--- src/rtl/chprio_pkg.sv ---
package chprio_pkg;
  parameter int unsigned CHPRIO_NUM_CH  = 16;
  parameter int unsigned CHPRIO_NUM_LVL = 4;

  function automatic int unsigned chprio_w(input int unsigned n);
    return (n > 1) ? $clog2(n) : 1;
  endfunction
endpackage

--- src/rtl/chprio_lvl_pick.sv ---
module chprio_lvl_pick #(
  parameter int unsigned NUM_CH = 16,
  localparam int unsigned CH_W = chprio_pkg::chprio_w(NUM_CH)
) (
  input  logic [NUM_CH-1:0] req,
  input  logic              rr_mode,
  input  logic [CH_W-1:0]   last,
  output logic              hit,
  output logic [CH_W-1:0]   pick
);
  logic        found;
  logic [31:0] idx;

  always_comb begin
    hit   = |req;
    pick  = '0;
    found = 1'b0;
    idx   = '0;
    if (rr_mode) begin
      for (int i = 1; i <= int'(NUM_CH); i++) begin
        idx = (32'(last) + 32'(i)) % 32'(NUM_CH);
        if (!found && req[idx[CH_W-1:0]]) begin
          pick  = idx[CH_W-1:0];
          found = 1'b1;
        end
      end
    end else begin
      for (int i = 0; i < int'(NUM_CH); i++) begin
        if (!found && req[i]) begin
          pick  = CH_W'(i);
          found = 1'b1;
        end
      end
    end
  end
endmodule

--- src/rtl/chprio_lvl_sel.sv ---
module chprio_lvl_sel #(
  parameter int unsigned NUM_LVL = 4,
  localparam int unsigned LVL_W = chprio_pkg::chprio_w(NUM_LVL)
) (
  input  logic [NUM_LVL-1:0] hit,
  output logic               any,
  output logic [LVL_W-1:0]   lvl
);
  always_comb begin
    any = 1'b0;
    lvl = '0;
    for (int l = 0; l < int'(NUM_LVL); l++) begin
      if (hit[l]) begin
        any = 1'b1;
        lvl = LVL_W'(l);
      end
    end
  end
endmodule

--- src/rtl/chprio_arbiter.sv ---
module chprio_arbiter #(
  parameter int unsigned NUM_CH  = chprio_pkg::CHPRIO_NUM_CH,
  parameter int unsigned NUM_LVL = chprio_pkg::CHPRIO_NUM_LVL,
  localparam int unsigned CH_W  = chprio_pkg::chprio_w(NUM_CH),
  localparam int unsigned LVL_W = chprio_pkg::chprio_w(NUM_LVL)
) (
  input  logic                    clk,
  input  logic                    rst,
  input  logic [NUM_CH-1:0]       pend_i,
  input  logic [NUM_CH*LVL_W-1:0] ch_lvl_i,
  input  logic [NUM_LVL-1:0]      lvl_en_i,
  input  logic [NUM_LVL-1:0]      rr_en_i,
  input  logic                    release_i,
  output logic [NUM_CH-1:0]       grant_o,
  output logic [CH_W-1:0]         act_id_o,
  output logic [NUM_LVL-1:0]      act_lvl_o,
  output logic                    act_busy_o,
  output logic [NUM_LVL*CH_W-1:0] last_ch_o
);
  logic [NUM_CH-1:0]  req_by_lvl [NUM_LVL];
  logic [NUM_LVL-1:0] lvl_hit;
  logic [CH_W-1:0]    lvl_pick   [NUM_LVL];
  logic [CH_W-1:0]    last_q     [NUM_LVL];
  logic               win_any;
  logic [LVL_W-1:0]   win_lvl;
  logic [CH_W-1:0]    win_ch;
  logic               decide;

  // Sort requests into levels and pick a candidate per level
  for (genvar l = 0; l < int'(NUM_LVL); l++) begin : g_lvl
    for (genvar c = 0; c < int'(NUM_CH); c++) begin : g_ch
      assign req_by_lvl[l][c] = pend_i[c] & lvl_en_i[l] &
                                (ch_lvl_i[c*LVL_W +: LVL_W] == LVL_W'(l));
    end
    chprio_lvl_pick #(.NUM_CH(NUM_CH)) u_pick (
      .req     (req_by_lvl[l]),
      .rr_mode (rr_en_i[l]),
      .last    (last_q[l]),
      .hit     (lvl_hit[l]),
      .pick    (lvl_pick[l])
    );
    assign last_ch_o[l*CH_W +: CH_W] = last_q[l];
  end

  chprio_lvl_sel #(.NUM_LVL(NUM_LVL)) u_sel (
    .hit (lvl_hit),
    .any (win_any),
    .lvl (win_lvl)
  );

  assign win_ch = lvl_pick[win_lvl];
  assign decide = !act_busy_o || release_i;

  always_ff @(posedge clk) begin
    if (rst) begin
      act_busy_o <= 1'b0;
      grant_o    <= '0;
      act_id_o   <= '0;
      act_lvl_o  <= '0;
      for (int l = 0; l < int'(NUM_LVL); l++) last_q[l] <= '1;
    end else if (decide) begin
      act_busy_o <= win_any;
      if (win_any) begin
        grant_o   <= NUM_CH'(1) << win_ch;
        act_id_o  <= win_ch;
        act_lvl_o <= NUM_LVL'(1) << win_lvl;
        if (rr_en_i[win_lvl]) last_q[win_lvl] <= win_ch;
      end else begin
        grant_o   <= '0;
        act_id_o  <= '0;
        act_lvl_o <= '0;
      end
    end
  end
endmodule

--- config.mk ---
export PLATFORM = sky130hd
export DESIGN_NAME = chprio_arbiter
export DESIGN_NICKNAME = d
export VERILOG_FILES = /design/src/rtl/chprio_pkg.sv /design/src/rtl/chprio_lvl_pick.sv /design/src/rtl/chprio_lvl_sel.sv /design/src/rtl/chprio_arbiter.sv
export SDC_FILE = /design/constraint.sdc
export NUM_CORES = 1
export LEC_CHECK = 0
export CAP_MARGIN = 10
export CORE_UTILIZATION = 35
export CTS_CLUSTER_DIAMETER = 150
export DETAILED_ROUTE_END_ITERATION = 8
export SLEW_MARGIN = 20
export SYNTH_ARGS = -nofsm -noshare
export SYNTH_HDL_FRONTEND = slang
export SYNTH_HIERARCHICAL = 1
export SYNTH_SLANG_ARGS = --single-unit
--- constraint.sdc ---
create_clock -name clk -period 9 [get_ports clk]
set_clock_uncertainty 0.15 [all_clocks]
set_input_delay 2.25 -clock clk [delete_from_list [all_inputs] [get_ports clk]]
set_output_delay 2.25 -clock clk [all_outputs]
set_load 0.02 [all_outputs]
After elaboration in Yosys (flattened, before gate mapping)
Memories as Yosys holds them, arrays and structs flattened.
Cells that the tools add are included.
{"block": "op_classes", "mux": 521, "addsub": 64, "n_shift": 2, "reduce_logical": 263, "eq_ne": 48, "magnitude_cmp": 66, "bitwise": 129}
{"op": "$mux 4", "count": 105}
{"op": "$mux 1", "count": 322}
{"op": "$lt 4x5->1 const B", "count": 64}
{"op": "$bmux 1 s4", "count": 64}
{"op": "$add 4x4->4 const B", "count": 32}
{"op": "$and 1x1->1", "count": 128}
{"op": "$logic_not 1->1", "count": 121}
{"op": "$logic_and 1x1->1", "count": 120}
{"op": "$add 4x3->4 const B", "count": 16}
{"op": "$eq 2x2->1 const B", "count": 32}
{"op": "$reduce_or 16->1", "count": 4}
{"op": "$mux 3", "count": 16}
{"op": "$add 4x1->4 const B", "count": 8}
{"op": "$add 4x2->4 const B", "count": 8}
{"op": "$eq 2x1->1 const B", "count": 16}
{"op": "$logic_not 2->1", "count": 16}
{"op": "$mux 2", "count": 11}
{"op": "$mux 16", "count": 1}
{"op": "$shl 1x4->16 const A", "count": 1}
{"op": "$bmux 4 s2", "count": 1}
{"op": "$reduce_or 4->1", "count": 1}
{"op": "$shl 1x2->4 const A", "count": 1}
{"op": "$ge 3x3->1 const B", "count": 1}
{"op": "$lt 2x3->1 const B", "count": 1}
{"op": "other kinds (3)", "count": 3}
{"block": "word_totals", "output_inout_bits": 41, "mem_count": 1, "ff_bits": 25, "word_cells": 1098, "ram_bits": 16}
{"name": "last_q", "words": 4, "word_bits": 4, "read_ports": 4, "rd_clocked_by_memory_dff": 0, "write_ports": 4, "line": "chprio_arbiter.sv:23", "rtl": "logic [CH_W-1:0] last_q [NUM_LVL];"}

Longest topological paths before layout
Gate-level depths: netlist of run 1.
{"block": "depth", "depth_word": 71, "ltp_mapped": 19, "depth_no_buf": 15}

By module
The synthesis of run 1 kept the hierarchy.
{"mod": "chprio_lvl_pick", "seq_area_each_um2": 0.0, "area_each_um2": 2716.4, "n_inst": 4, "cells_each": 334}
{"mod": "chprio_arbiter", "seq_area_each_um2": 980.9, "area_each_um2": 2338.5, "n_inst": 1, "cells_each": 215}
{"mod": "chprio_lvl_sel", "seq_area_each_um2": 0.0, "area_each_um2": 23.8, "n_inst": 1, "cells_each": 4}

Least setup slack after synthesis of run 1
No wires, ideal clock.
{"block": "synth_path", "path_type": "input to register", "from": "input lvl_en_i[0]", "to": "register grant_o[5]", "setup_time_ns": 0.128, "setup_slack_ns": 2.563, "arrival_ns": 6.160, "required_ns": 8.722, "cell_stages": 15, "cell_sequence": "clkbuf_1 > nor4bb_1 > mux2i_1 > mux4_2 > mux2i_1 > nor4_4 > and2_2 > a21oi_1 > nand3_1 > a211oi_1 > o31ai_2 > mux4_2 > and4bb_2 > a22oi_1 > nor2_1"}
{"item": "from (decl)", "line": "chprio_arbiter.sv:11", "rtl": "input logic [NUM_LVL-1:0] lvl_en_i,"}
{"item": "to (signal assigned)", "line": "chprio_arbiter.sv:64", "rtl": "grant_o <= NUM_CH'(1) << win_ch;"}
{"item": "to (decl)", "line": "chprio_arbiter.sv:14", "rtl": "output logic [NUM_CH-1:0] grant_o,"}

==> impl_metrics.toml, run 1 <==
[placement]
port_buffers = 99
dp_hpwl_microns = 39000
place_congestion = 1.01

[sta]
slew-limit-headroom_pct = 16.4
setup_viol_count_final = 0
rsz0062_at_grt = "false"
max_freq_mhz = 129
finalCritPeriodShare_pct = 86.3
max_slew.worst_pin.slew_ps = 1240
fin_crit_ps = 7760
hold_violations = 0
fin_tns_setup_ps = 0
drv_slew = 0

[floorplan]
boundaryPins = 100
fp.coreArea_sq_mm = 0.0369
rows = 70
die_y_microns = 196
die-width_microns = 196
die_area_sq_mm = 0.0386
initial_core_util_pct = 35.9

[power]
seq_power_share_pct = 15.5
comb_power_share_pct = 70.7
p_sw_mw = 0.700
p_leak_nw = 5.83
power.density_mw_per_mm2 = 99.0
p_int_mw = 0.759
ir_drop_mv = 0.0853
swShare_pct = 48.0
pwr-share-clk_pct = 13.7
power_mw = 1.46

[clock_network]
clockBufferDepth = 2
cts_buffers = 5
clock_latency_ps = 280
postCtsHoldBufs = 0
cts-root-buf = "clkbuf_16"
h-tree-depth = 2
clk_pin_slew_ps = 60
cts_tree = "yes"
cts_setup_buffers = 0
cts_sinks = 41
post_cts_resized = 0

[synthesis]
yosysWarnings = 6
synth.top_cells.by_area = "mux4_2, mux2i_1, mux2_2, nor2_1, dfxtp_1"
syn_inst = 1555
yosysTopAreaCellShare_pct = 18.2
async_flop_share_pct = 0
synth_edf_count = 16
yosysTopAreaCell = "mux4_2"
ys_seq_area_share_pct = 7.42
synth_ff_type = "dfxtp_1"
synth_cell_types = 80
netlist_area_sq_mm = 0.0132
avgSynthCellArea_sq_um = 8.51
synth_seq_cells = 41
syn_nets = 1646

[min_path]
hold_path_class = "reg2reg"

[setup_path]
crit_family = "compound AO/OA/AOI/OAI gates"
path_class = "in2reg"
critPathBufInv = 1
required_ps = 9010
crit_path_max_incr_delay_ps = 710
path_max_fanout = 16
crit_top_cell = "mux2i_1"
startpoint_type = "input pin"
crit_path_top_delay_cell = "a2111oi_0"
end_kind = "register"
path_cells = "clkdlybuf4s50_1 > and4b_1 > mux4_2 > mux2i_1 > mux2i_1 > a2111oi_2 > mux2_2 > a221oi_1 > a2111oi_0 > a21oi_1 > o21ai_1 > mux4_1 > and2b_1 > a22oi_1 > nor2_1"
crit_arrival_ps = 7770

[cells_and_area]
final_common_cell = "nor2_1"
final_cell_mix = "nor2_1, mux4_2, nand2_1"
fin_nets = 1676
area.growth.synth_to_final_pct = 11.4
layout-drive-gt1-share_pct = 18.5

[status]
outcome = "completed"

[grt]
grt_overflow = 0
grt.total_usage_pct = 26.0
grt_pass1_wl_microns = 79700
grt_max_degree = 40
antenna_found_initial = 1
grt_pass1_vias = 13300

[routing]
vias = 14100
ant_nets = 0
drc = 0
wl_per_cell_microns = 24.4
drt_first_pass_iters = 5
vias_per_cell = 6.73
finalWirelength_microns = 51100
drtIter0Drc = 1784

[job]
max_cap_violations = 0
==> stage by stage <==
step	util, %	std cells	hold slack, ps	setup WS, ps	area [sq um]
6_report	40.0	2091	374	1240	14700
5_1_grt	40.0	2090	396	1010	14700
4_1_cts	40.0	2090	370	1430	14700
3_5_place_dp	39.5	2082	359	1200	14600
3_3_place_gp	39.5	2082	352	1180	14600
2_1_floorplan	-	1555	452	2560	13200
==> worst register-to-register path, cell delays in order, from the launching register on <==
cell and delay (ps):
edfxtp_1 320, buf_4 340, clkinv_1 490, ha_1 940
mux4_2 640, mux2i_1 510, mux2i_1 270, a2111oi_2 520
mux2_2 260, a221oi_1 80, a2111oi_0 710, a21oi_1 220
o21ai_1 380, mux4_1 450, and2b_1 250, a22oi_1 170
nor2_1 50
==> layer usage <==
layer | GRT usage [%] | wire [microns]
met1 | 36.0 | 21400
met2 | 42.3 | 23800
met3 | 3.42 | 4480
met4 | 7.23 | 1380
met5 | 0 | 0
==> worst paths after layout <==
check / startpoint / endpoint / slack [ps] / cells after the start
setup / recovery: lvl_en_i[2] / grant_o[3]$_SDFFE_PP0P_ / 1240 / 15
hold / removal: grant_o[8]$_SDFFE_PP0P_ / grant_o[8]$_SDFFE_PP0P_ / 370 / 2
setup reg to reg: last_q[2][1]$_SDFFCE_PN1P_ / grant_o[3]$_SDFFE_PP0P_ / 2120 / 16
hold reg to reg: grant_o[8]$_SDFFE_PP0P_ / grant_o[8]$_SDFFE_PP0P_ / 370 / 2
==> state kept, by name, summed over array words and instances, names as in the netlist <==
signal      flops
act_busy_o      1
act_id_o        4
act_lvl_o       4
grant_o        16
last_q         16
==> cell usage after synthesis, drive strengths merged, types with 27 or more instances <==
master,number
mux2i,100
mux2,96
a21oi,88
mux4,109
and4b,36
o21ai,62
nand3,40
inv,48
nor2,146
buf,42
ha,32
a22oi,43
nor3,48
nand2,103
nor2b,27
clkbuf,68
==> cells by family after synthesis <==
group / count (synthesis) / share of synthesized area, %
AOI/OAI and AO/OA: 393 / 21.0
muxes: 305 / 34.6
and+or+nand+nor: 578 / 25.4
xor gates and xnor gates: 40 / 2.65
adders and majority gates: 32 / 3.03
buffers and inverters: 166 / 5.94
DFF: 41 / 7.42
==> final cells by class <==
cell class | instances | area [sq um]
repair buffers | 133 | 1250
multi-input cells | 1348 | 11500
clock buffers | 6 | 129
clock inverters | 2 | 35.0
diodes | 1 | 2.50
fillers | 3672 | 22100
inverters | 56 | 210
well taps | 504 | 631
flip-flops and latches | 41 | 981
==> power groups by stage <==
stage / logic [mW] / clock network, mW / registers, mW
6_report: 1.03 / 0.201 / 0.227
4_1_cts: 1.01 / 0.202 / 0.228
3_5_place_dp: 1.00 / 0 / 0.231
2_1_floorplan: 0.699 / 0 / 0.251
5_1_grt: 1.11 / 0.211 / 0.229
3_3_place_gp: 1.01 / 0 / 0.232
(Power assumes the default switching activity.)
==> run 2, diff against run 1 <==
SKIP_LAST_GASP = 1   (was not set)
==> results of run 2 <==
The final DEF is identical to that of run 1; final timing and power are the same.
